<file path="src/rtl/scan_tap_pkg.sv">
package scan_tap_pkg;

    typedef enum logic [3:0] {
        ST_RESET, ST_IDLE,
        ST_SEL_DR, ST_CAP_DR, ST_SH_DR, ST_EX1_DR, ST_PAU_DR, ST_EX2_DR, ST_UPD_DR,
        ST_SEL_IR, ST_CAP_IR, ST_SH_IR, ST_EX1_IR, ST_PAU_IR, ST_EX2_IR, ST_UPD_IR
    } tap_state_e;

    localparam int unsigned IR_LEN = 3;
    typedef logic [IR_LEN-1:0] opcode_t;

    localparam opcode_t OP_EXTEST = 3'b000;
    localparam opcode_t OP_SAMPLE = 3'b001;
    localparam opcode_t OP_PROBE  = 3'b011;
    localparam opcode_t OP_USER   = 3'b100;
    localparam opcode_t OP_HIGHZ  = 3'b101;
    localparam opcode_t OP_CLAMP  = 3'b110;
    localparam opcode_t OP_BYPASS = 3'b111;
    localparam opcode_t IR_CAPTURE_PAT = 3'b001;

    typedef struct packed {
        logic bscan_sel;
        logic pin_ovr;
        logic hiz;
        logic clamp;
        logic probe_sel;
        logic user_sel;
        logic upd_ok;
    } ir_dec_t;

    function automatic ir_dec_t decode_op(opcode_t op);
        ir_dec_t d;
        d = '0;
        case (op)
            OP_EXTEST: begin
                d.bscan_sel = 1'b1;
                d.pin_ovr   = 1'b1;
                d.upd_ok    = 1'b1;
            end
            OP_SAMPLE: begin
                d.bscan_sel = 1'b1;
                d.upd_ok    = 1'b1;
            end
            OP_PROBE:  d.probe_sel = 1'b1;
            OP_USER:   d.user_sel  = 1'b1;
            OP_HIGHZ:  d.hiz       = 1'b1;
            OP_CLAMP: begin
                d.clamp   = 1'b1;
                d.pin_ovr = 1'b1;
                d.upd_ok  = 1'b1;
            end
            default: d = '0;
        endcase
        return d;
    endfunction

    function automatic tap_state_e tap_next(tap_state_e s, logic m);
        tap_state_e n;
        case (s)
            ST_RESET:  n = m ? ST_RESET  : ST_IDLE;
            ST_IDLE:   n = m ? ST_SEL_DR : ST_IDLE;
            ST_SEL_DR: n = m ? ST_SEL_IR : ST_CAP_DR;
            ST_CAP_DR: n = m ? ST_EX1_DR : ST_SH_DR;
            ST_SH_DR:  n = m ? ST_EX1_DR : ST_SH_DR;
            ST_EX1_DR: n = m ? ST_UPD_DR : ST_PAU_DR;
            ST_PAU_DR: n = m ? ST_EX2_DR : ST_PAU_DR;
            ST_EX2_DR: n = m ? ST_UPD_DR : ST_SH_DR;
            ST_UPD_DR: n = m ? ST_SEL_DR : ST_IDLE;
            ST_SEL_IR: n = m ? ST_RESET  : ST_CAP_IR;
            ST_CAP_IR: n = m ? ST_EX1_IR : ST_SH_IR;
            ST_SH_IR:  n = m ? ST_EX1_IR : ST_SH_IR;
            ST_EX1_IR: n = m ? ST_UPD_IR : ST_PAU_IR;
            ST_PAU_IR: n = m ? ST_EX2_IR : ST_PAU_IR;
            ST_EX2_IR: n = m ? ST_UPD_IR : ST_SH_IR;
            ST_UPD_IR: n = m ? ST_SEL_DR : ST_IDLE;
            default:   n = ST_RESET;
        endcase
        return n;
    endfunction

endpackage

</file>
<file path="src/rtl/scan_tap_fsm.sv">
module scan_tap_fsm
    import scan_tap_pkg::*;
(
    input  logic       tck,
    input  logic       por_n,
    input  logic       tms,
    output tap_state_e state
);

    typedef struct packed {
        tap_state_e st;
    } fsm_regs_t;

    fsm_regs_t r_d, r_q;

    always_comb begin
        r_d    = r_q;
        r_d.st = tap_next(r_q.st, tms);
    end

    always_ff @(posedge tck or negedge por_n) begin
        if (!por_n) begin
            r_q.st <= ST_RESET;
        end else begin
            r_q <= r_d;
        end
    end

    assign state = r_q.st;

endmodule

</file>
<file path="src/rtl/scan_tap_ir.sv">
module scan_tap_ir
    import scan_tap_pkg::*;
(
    input  logic       tck,
    input  logic       por_n,
    input  logic       tdi,
    input  tap_state_e state,
    output logic       ir_bit,
    output ir_dec_t    dec
);

    typedef struct packed {
        opcode_t sh;
        opcode_t act;
    } ir_regs_t;

    ir_regs_t r_d, r_q;

    always_comb begin
        r_d = r_q;
        case (state)
            ST_RESET:  r_d.act = OP_BYPASS;
            ST_CAP_IR: r_d.sh  = IR_CAPTURE_PAT;
            ST_SH_IR:  r_d.sh  = {tdi, r_q.sh[IR_LEN-1:1]};
            ST_UPD_IR: r_d.act = r_q.sh;
            default:   ;
        endcase
    end

    always_ff @(posedge tck or negedge por_n) begin
        if (!por_n) begin
            r_q.sh  <= IR_CAPTURE_PAT;
            r_q.act <= OP_BYPASS;
        end else begin
            r_q <= r_d;
        end
    end

    assign ir_bit = r_q.sh[0];
    assign dec    = decode_op(r_q.act);

endmodule

</file>
<file path="src/rtl/scan_tap_dr.sv">
module scan_tap_dr
    import scan_tap_pkg::*;
#(
    parameter int unsigned BSR_LEN = 16
) (
    input  logic               tck,
    input  logic               por_n,
    input  logic               tdi,
    input  tap_state_e         state,
    input  logic               bsr_sel,
    input  logic               upd_ok,
    input  logic [BSR_LEN-1:0] pin_capture,
    output logic               bsr_bit,
    output logic               byp_bit,
    output logic [BSR_LEN-1:0] pin_update
);

    typedef struct packed {
        logic [BSR_LEN-1:0] sh;
        logic [BSR_LEN-1:0] upd;
        logic               byp;
    } dr_regs_t;

    dr_regs_t r_d, r_q;
    logic [BSR_LEN-1:0] sh_shifted;

    // New bit enters at the top; bit 0 is the serial output.
    generate
        if (BSR_LEN == 1) begin : g_single
            assign sh_shifted = tdi;
        end else begin : g_chain
            assign sh_shifted = {tdi, r_q.sh[BSR_LEN-1:1]};
        end
    endgenerate

    always_comb begin
        r_d = r_q;
        case (state)
            ST_CAP_DR: begin
                r_d.byp = 1'b0;
                if (bsr_sel) r_d.sh = pin_capture;
            end
            ST_SH_DR: begin
                r_d.byp = tdi;
                if (bsr_sel) r_d.sh = sh_shifted;
            end
            ST_UPD_DR: begin
                if (upd_ok) r_d.upd = r_q.sh;
            end
            default: ;
        endcase
    end

    always_ff @(posedge tck or negedge por_n) begin
        if (!por_n) begin
            r_q <= '0;
        end else begin
            r_q <= r_d;
        end
    end

    assign bsr_bit    = r_q.sh[0];
    assign byp_bit    = r_q.byp;
    assign pin_update = r_q.upd;

endmodule

</file>
<file path="src/rtl/scan_tap_ctrl.sv">
module scan_tap_ctrl
    import scan_tap_pkg::*;
#(
    parameter int unsigned BSR_LEN = 16
) (
    input  logic               tck,
    input  logic               por_n,
    input  logic               tms,
    input  logic               tdi,
    input  logic [BSR_LEN-1:0] pin_capture,
    input  logic               probe_tdo,
    input  logic               user_tdo,
    output logic               tdo,
    output logic               tdo_en,
    output logic [BSR_LEN-1:0] pin_update,
    output logic               bscan_sel,
    output logic               pin_ovr,
    output logic               force_hiz,
    output logic               clamp_mode,
    output logic               probe_sel,
    output logic               user_sel,
    output logic               dr_capture,
    output logic               dr_shift,
    output logic               dr_update
);

    tap_state_e tap_state;
    ir_dec_t    dec;
    logic       ir_bit, bsr_bit, byp_bit;

    scan_tap_fsm u_fsm (
        .tck   (tck),
        .por_n (por_n),
        .tms   (tms),
        .state (tap_state)
    );

    scan_tap_ir u_ir (
        .tck    (tck),
        .por_n  (por_n),
        .tdi    (tdi),
        .state  (tap_state),
        .ir_bit (ir_bit),
        .dec    (dec)
    );

    scan_tap_dr #(.BSR_LEN(BSR_LEN)) u_dr (
        .tck         (tck),
        .por_n       (por_n),
        .tdi         (tdi),
        .state       (tap_state),
        .bsr_sel     (dec.bscan_sel),
        .upd_ok      (dec.upd_ok),
        .pin_capture (pin_capture),
        .bsr_bit     (bsr_bit),
        .byp_bit     (byp_bit),
        .pin_update  (pin_update)
    );

    // Serial output stage, retimed to the falling edge.
    typedef struct packed {
        logic tdo;
        logic en;
    } out_regs_t;

    out_regs_t o_d, o_q;
    logic      dr_src;

    always_comb begin
        if (dec.bscan_sel)      dr_src = bsr_bit;
        else if (dec.probe_sel) dr_src = probe_tdo;
        else if (dec.user_sel)  dr_src = user_tdo;
        else                    dr_src = byp_bit;

        o_d     = o_q;
        o_d.en  = (tap_state == ST_SH_IR) || (tap_state == ST_SH_DR);
        o_d.tdo = 1'b0;
        if (tap_state == ST_SH_IR)      o_d.tdo = ir_bit;
        else if (tap_state == ST_SH_DR) o_d.tdo = dr_src;
    end

    always_ff @(negedge tck or negedge por_n) begin
        if (!por_n) begin
            o_q <= '0;
        end else begin
            o_q <= o_d;
        end
    end

    assign tdo        = o_q.tdo;
    assign tdo_en     = o_q.en;
    assign bscan_sel  = dec.bscan_sel;
    assign pin_ovr    = dec.pin_ovr;
    assign force_hiz  = dec.hiz;
    assign clamp_mode = dec.clamp;
    assign probe_sel  = dec.probe_sel;
    assign user_sel   = dec.user_sel;
    assign dr_capture = (tap_state == ST_CAP_DR);
    assign dr_shift   = (tap_state == ST_SH_DR);
    assign dr_update  = (tap_state == ST_UPD_DR);

endmodule

</file>
<file path="config.mk">
export PLATFORM = sky130hd
export DESIGN_NAME = scan_tap_ctrl
export DESIGN_NICKNAME = d
export VERILOG_FILES = /design/src/rtl/scan_tap_pkg.sv /design/src/rtl/scan_tap_fsm.sv /design/src/rtl/scan_tap_ir.sv /design/src/rtl/scan_tap_dr.sv /design/src/rtl/scan_tap_ctrl.sv
export SDC_FILE = /design/constraint.sdc
export NUM_CORES = 1
export LEC_CHECK = 0
export CAP_MARGIN = 20
export CORE_MARGIN = 5
export CORE_UTILIZATION = 55
export CTS_BUF_LIST = sky130_fd_sc_hd__clkbuf_4 sky130_fd_sc_hd__clkbuf_8
export DETAILED_ROUTE_END_ITERATION = 8
export DONT_BUFFER_PORTS = 1
export PLACE_DENSITY = 0.68
export SLEW_MARGIN = 20
export SYNTH_ARGS = -nofsm -noshare
export SYNTH_HDL_FRONTEND = slang
export SYNTH_SLANG_ARGS = --single-unit
</file>
<file path="constraint.sdc">
create_clock -name tck -period 3.5 [get_ports tck]
set_clock_uncertainty 0.1 [all_clocks]
set_input_delay 0.175 -clock tck [delete_from_list [all_inputs] [get_ports tck]]
set_output_delay 0.175 -clock tck [all_outputs]
set_load 0.01 [all_outputs]
</file>
==> impl_metrics.py, run 1 <==
metrics = {
    "run_status": {
        "status": "finished clean",
    },
    "flow_run": {
        "max_cap_viol_count": 0,
    },
    "cells_and_area": {
        "drive_above_1_share_pct": 19.5,
        "multi_input_area_mm2": 0.00101,
        "final_nets": 242,
        "area_growth_pct": 8.38,
        "seq_area_mm2": 0.00113,
        "nFillCells": 367,
        "diodes": 0,
    },
    "placed_design": {
        "dpl.hpwl_um": 3130,
        "dp_worst_setup_slack_ns": 0.327,
        "port_buffers": 0,
        "gp_congestion": 0.837,
    },
    "power": {
        "power_density_mw_per_mm2": 881,
        "p_leak_uw": 0.00116,
        "total_power_uw": 2280,
        "ir_drop_uv": 464,
    },
    "floorplanning": {
        "die_y_um": 75.9,
        "rows": 24,
        "io_pins": 49,
        "die_x_um": 75.9,
        "dieArea_mm2": 0.00576,
        "start_util_pct": 55.6,
        "core-area_mm2": 0.00429,
    },
    "setup_path": {
        "worstPathCellList": "and3b_1 -> nand2b_1 -> a32o_1",
        "crit_fanout": 11,
        "crit_required_ns": 1.79,
        "cp_top_family": "flip-flops",
        "rrSetupSlack_ns": 0.31,
        "critPathBufInv": 0,
        "cp-end-kind": "register",
        "worst_path_largest_cell_delay_ns": 0.64,
        "cp.arrival_ns": 1.49,
        "slowest_stage": "dfstp_2",
        "critPathKind": "reg2reg",
        "worst_setup_path_start_kind": "register",
    },
    "clocking": {
        "clk_path_buf_depth": 2,
        "cts_tree": "yes",
        "cts-root-buf": "clkbuf_8",
        "postCtsSetupBuffers": 0,
        "clk_pin_slew_worst_paths_ns": 0.08,
        "cts-hold-fix-buffers": 20,
        "ctsResizeCount": 0,
        "cts_buffers": 5,
        "h-tree-depth": 2,
        "clk_latency_ns": 0.29,
        "cts.sinks": 45,
    },
    "global_route": {
        "overflow": 0,
        "grt_pass1_wl_um": 7870,
        "antenna_found_initial": 0,
        "grt.total_usage_pct": 16.7,
        "grt_max_degree": 44,
        "grt_pass1_vias": 1541,
    },
    "yosys": {
        "synth.avg_cell_area_um2": 10.9,
        "synth_cell_types": 43,
        "ys_seq_area_share_pct": 47.4,
        "yosysWarnings": 0,
        "synth.ff_latch_count": 45,
        "synthesis.area_mm2": 0.00239,
        "synth_nets": 242,
        "synthCells": 220,
    },
    "sta": {
        "slew_headroom_pct": 53.6,
        "setup_tns_ns": 0,
        "finalSetupViolCount": 0,
        "drv_slew": 0,
        "hold_viol": 0,
        "rsz0062_at_grt": "no",
        "tightest_slew_ns": 0.693,
        "layout_setup_ws_ns": 0.306,
    },
    "min_path": {
        "hold_class": "in2reg",
    },
    "route": {
        "drt_wl_total_um": 4710,
        "drtIter0Drc": 130,
        "first_pass_iters": 4,
        "via_per_inst": 5.60,
        "vias": 1529,
        "route.detailed.drc": 0,
        "ant_nets": 0,
        "wl_per_cell_um": 17.3,
    },
}
## cells by family (layout without fill, tap and decap cells)
logic type	Yosys count	in the layout	synth area share, %
mux	32	32	15.8
xor+xnor	2	2	0.734
compound gates	50	50	13.1
buf+inv	36	37	10.5
simple gates	55	55	12.5
flops	45	45	47.4
## layout by cell type, fill, tap and decap left out, types with 3 or more instances in the layout
cell / n
dlygate4sd3_1: 19
inv_1: 3
mux2_4: 10
a21oi_1: 5
nor2_1: 6
o21ai_0: 13
dfrtp_1: 39
clkbuf_8: 5
buf_4: 6
mux2i_1: 16
nor3_1: 4
nand2_1: 29
o21ai_1: 16
and3b_1: 3
mux2_2: 6
dfstp_2: 4
## cells in the mapped netlist, drive strengths merged
cell type  count  share of area, %
and3b          4               1.6
a22o           2              0.73
nand3          2              0.42
nand2         29               4.6
o221ai         1              0.37
dfrtp         39                41
nor3           5               1.5
nor3b          2              0.63
or2            1              0.26
o21ai         30               6.8
inv            3              0.47
o31ai          1              0.31
buf           29               9.4
mux2          16               9.1
a311oi         1              0.37
dfrtn          2               2.1
o211ai         3               1.2
a22oi          2              0.63
a31oi          2              0.52
nor2b          2              0.52
nor4           1              0.89
a21oi          5               1.0
o311a          1              0.42
xor2           1              0.37
clkbuf         4              0.63
nor2           7               1.2
xnor2          1              0.37
o32a           1              0.42
a32o           1              0.42
mux2i         16               6.7
dfstp          4               4.4
nand2b         2              0.84
## state kept, by name (all words and copies together), names as in the netlist
| name | count |
|---|---|
| tdo | 1 |
| u_fsm.state | 4 |
| u_ir.ir_bit | 1 |
| u_dr.bsr_bit | 1 |
| u_dr.pin_update | 16 |
| u_dr.byp_bit | 1 |
| tdo_en | 1 |
| u_dr.r_q | 15 |
| u_ir.r_q | 5 |
## routing by layer
| layer | GRT usage (%) | vias up | share of wire, % |
|---|---|---|---|
| met4 | 4.09 | 0 | 0.40 |
| met3 | 6.75 | 2 | 6.1 |
| met1 | 21.0 | 744 | 44 |
| met2 | 26.7 | 32 | 50 |
| met5 | 0 | - | 0 |
| li1 | - | 751 | - |
## area by class of cell
cell class / instances / share of cell area [%]
multi-input cells: 139 / 38.9
well taps: 52 / 2.51
repair buffers: 26 / 10.1
flip-flops and latches: 45 / 43.7
clock buffers: 6 / 2.95
inverters: 3 / 0.435
clock inverters: 2 / 1.35
## tightest hold or removal path: stages
cell	delay, ns
o211ai_1	0.07
o31ai_1	0.07
a21oi_1	0.04
## power by group
group          switching (uW)  leakage (uW)  internal [uW]
sequential                271      0.000552            789
clock                     170     0.0000586            220
combinational             429      0.000554            403
total                     870       0.00116           1410
## final timing paths
| check | start | end | cells past startpoint |
|---|---|---|---|
| min | tms | u_fsm.state[0] | 3 |
| max in group asynchronous | por_n | tdo | 0 |
| max reg2reg | u_ir.r_q[1] | tdo | 3 |
| max | u_ir.r_q[1] | tdo | 3 |
| min in group asynchronous | por_n | u_dr.pin_update[3] | 2 |
| min reg2reg | u_ir.ir_bit | u_ir.ir_bit | 2 |
## metrics by stage
step / utilization [%] / std cells / area (um^2) / hold slack [ns]
2_1_floorplan: - / 220 / 2390 / -0.221
3_3_place_gp: 52.6 / 245 / 2260 / -0.219
3_5_place_dp: 52.6 / 245 / 2260 / -0.219
4_1_cts: 60.3 / 273 / 2590 / 0.000133
5_1_grt: 60.3 / 273 / 2590 / 0.00381
6_report: 60.3 / 273 / 2590 / 0.0103
No activity file was read; power rests on OpenSTA's default activity.
==> run 2, diff against run 1 <==
Settings changed: CAP_MARGIN 20 to 5, PLACE_DENSITY 0.68 to 0.7, SKIP_LAST_GASP from default to 1.
==> run 2 against run 1 <==
  * Combinational power fell by 2%
  * Worst setup slack worse by 0.024 ns
  * Routed wire length decreased by 0.47%
  * Utilization down 0.15 points
  * Flip-flop and latch count unchanged
  * Cell count unchanged
==> impl_metrics.py, run 2 (synthesis gave the netlist of run 1 again) <==
metrics = {
    "clocking": {
        "cts-hold-fix-buffers": 19,
        "postCtsSetupBuffers": 0,
        "cts.sinks": 45,
        "ctsResizeCount": 0,
        "cts-root-buf": "clkbuf_8",
        "cts_tree": "yes",
        "clk_pin_slew_worst_paths_ns": 0.08,
        "cts_buffers": 5,
        "clk_latency_ns": 0.29,
        "clk_path_buf_depth": 2,
        "h-tree-depth": 2,
    },
    "min_path": {
        "min_from": "tms",
        "worstHoldEndpoint": "u_fsm.state[0]",
        "hold_class": "in2reg",
        "holdPathStages": 3,
    },
    "global_route": {
        "grt_pass1_vias": 1515,
        "grt.total_usage_pct": 16.8,
        "grt_max_degree": 44,
        "overflow": 0,
        "antenna_found_initial": 0,
        "grt_pass1_wl_um": 7870,
    },
    "placed_design": {
        "dpl.hpwl_um": 3190,
        "port_buffers": 0,
        "gp_congestion": 0.841,
        "dpl.cell_count": 246,
    },
    "route": {
        "ant_nets": 0,
        "first_pass_iters": 4,
        "vias": 1564,
        "via_per_inst": 5.73,
        "drtIter0Drc": 53,
        "route.detailed.drc": 0,
        "wl_per_cell_um": 17.2,
        "drt_wl_total_um": 4690,
    },
    "run_status": {
        "status": "finished clean",
    },
    "cells_and_area": {
        "layout_commonest_cell": "dfrtp_1",
        "seq_area_mm2": 0.00113,
        "multi_input_area_mm2": 0.00101,
        "layout_common_cells": "dfrtp_1 (39), nand2_1 (29), dlygate4sd3_1 (18)",
        "fin_cells": 273,
        "diodes": 0,
        "nFillCells": 372,
        "largest_reg_flops": 16,
        "drive_above_1_share_pct": 19.9,
        "area_growth_pct": 8.12,
        "final_nets": 242,
    },
    "sta": {
        "slew_headroom_pct": 52.1,
        "finalSetupViolCount": 0,
        "setup_tns_ns": 0,
        "rsz0062_at_grt": "no",
        "tightest_slew_ns": 0.717,
        "drv_slew": 0,
        "hold_viol": 0,
    },
    "power": {
        "power_density_mw_per_mm2": 888,
        "ir_drop_uv": 492,
        "p_leak_uw": 0.00116,
        "total_power_uw": 2290,
    },
    "setup_path": {
        "crit_required_ns": 1.80,
        "crit_fanout": 11,
        "slowest_stage": "dfstp_2",
        "rrSetupSlack_ns": 0.28,
        "cp.arrival_ns": 1.52,
        "worst_setup_path_start_kind": "register",
        "critPathKind": "reg2reg",
        "critPathBufInv": 0,
        "cp-end-kind": "register",
        "reg2reg_depth": 3,
        "worstPathCellList": "and3b_1 -> nand2b_1 -> a32o_1",
        "cp_top_family": "flip-flops",
        "worst_path_largest_cell_delay_ns": 0.65,
        "worst_r2r_endpoint": "tdo",
        "worstReg2RegStart": "u_ir.r_q[1]",
    },
    "floorplanning": {
        "start_util_pct": 55.6,
        "rows": 24,
        "die_y_um": 75.9,
        "die_x_um": 75.9,
        "core-area_mm2": 0.00429,
        "dieArea_mm2": 0.00576,
        "io_pins": 49,
    },
    "flow_run": {
        "max_cap_viol_count": 0,
    },
}
run 2: changes by cell type in the layout (fill, tap and decap cells not counted), sizes merged:
cell / delta
buf: +1
dlygate4sd3: -1
run 2: worst max-delay path by stage:
stage | from | to | cells past startpoint
detailed placement | u_ir.r_q[1] | tdo | 3
floorplan | u_ir.r_q[1] | tdo | 4
global route | u_ir.r_q[1] | tdo | 3
global placement | u_ir.r_q[1] | tdo | 3
finish | u_ir.r_q[1] | tdo | 3
CTS | u_ir.r_q[1] | tdo | 3
run 2: routing by layer:
metal | global-route usage [%] | vias up | part of all wire, %
met2 | 27.5 | 50 | 50
met5 | 0 | - | 0
met4 | 4.80 | 0 | 1.0
met3 | 4.74 | 6 | 6.3
met1 | 21.7 | 759 | 43
li1 | - | 749 | -
run 2: layout make-up:
| type | instances | share of cell area, % |
|---|---|---|
| Multi-Input combinational cell | 139 | 39.0 |
| Inverter | 3 | 0.436 |
| Timing Repair Buffer | 26 | 9.79 |
| Clock buffer | 6 | 2.96 |
| Clock inverter | 2 | 1.50 |
| Sequential cell | 45 | 43.8 |
| Tap cell | 52 | 2.52 |
run 2: per-stage QoR:
step | hold slack (ns) | util (%) | worst slack [ns] | instance area, um^2
2_1_floorplan | -0.221 | - | 0.365 | 2390
3_3_place_gp | -0.219 | 52.8 | 0.349 | 2270
3_5_place_dp | -0.219 | 52.8 | 0.307 | 2270
4_1_cts | 0.000898 | 60.1 | 0.282 | 2580
5_1_grt | 0.0200 | 60.1 | 0.209 | 2580
6_report | 0.00110 | 60.1 | 0.282 | 2580
run 2: worst reg2reg max path: cells and delay by family, from the launching register on:
kind             cells  cell delay (ns)
flip-flops           1             0.65
AO/OA/AOI/OAI        1             0.22
AND/OR/NAND/NOR      2             0.35
run 2: report_power, final:
| group | switching [uW] | leakage, uW | internal [uW] |
|---|---|---|---|
| Combinational | 408 | 0.000551 | 406 |
| Sequential | 293 | 0.000552 | 788 |
| Clock | 175 | 0.0000588 | 222 |
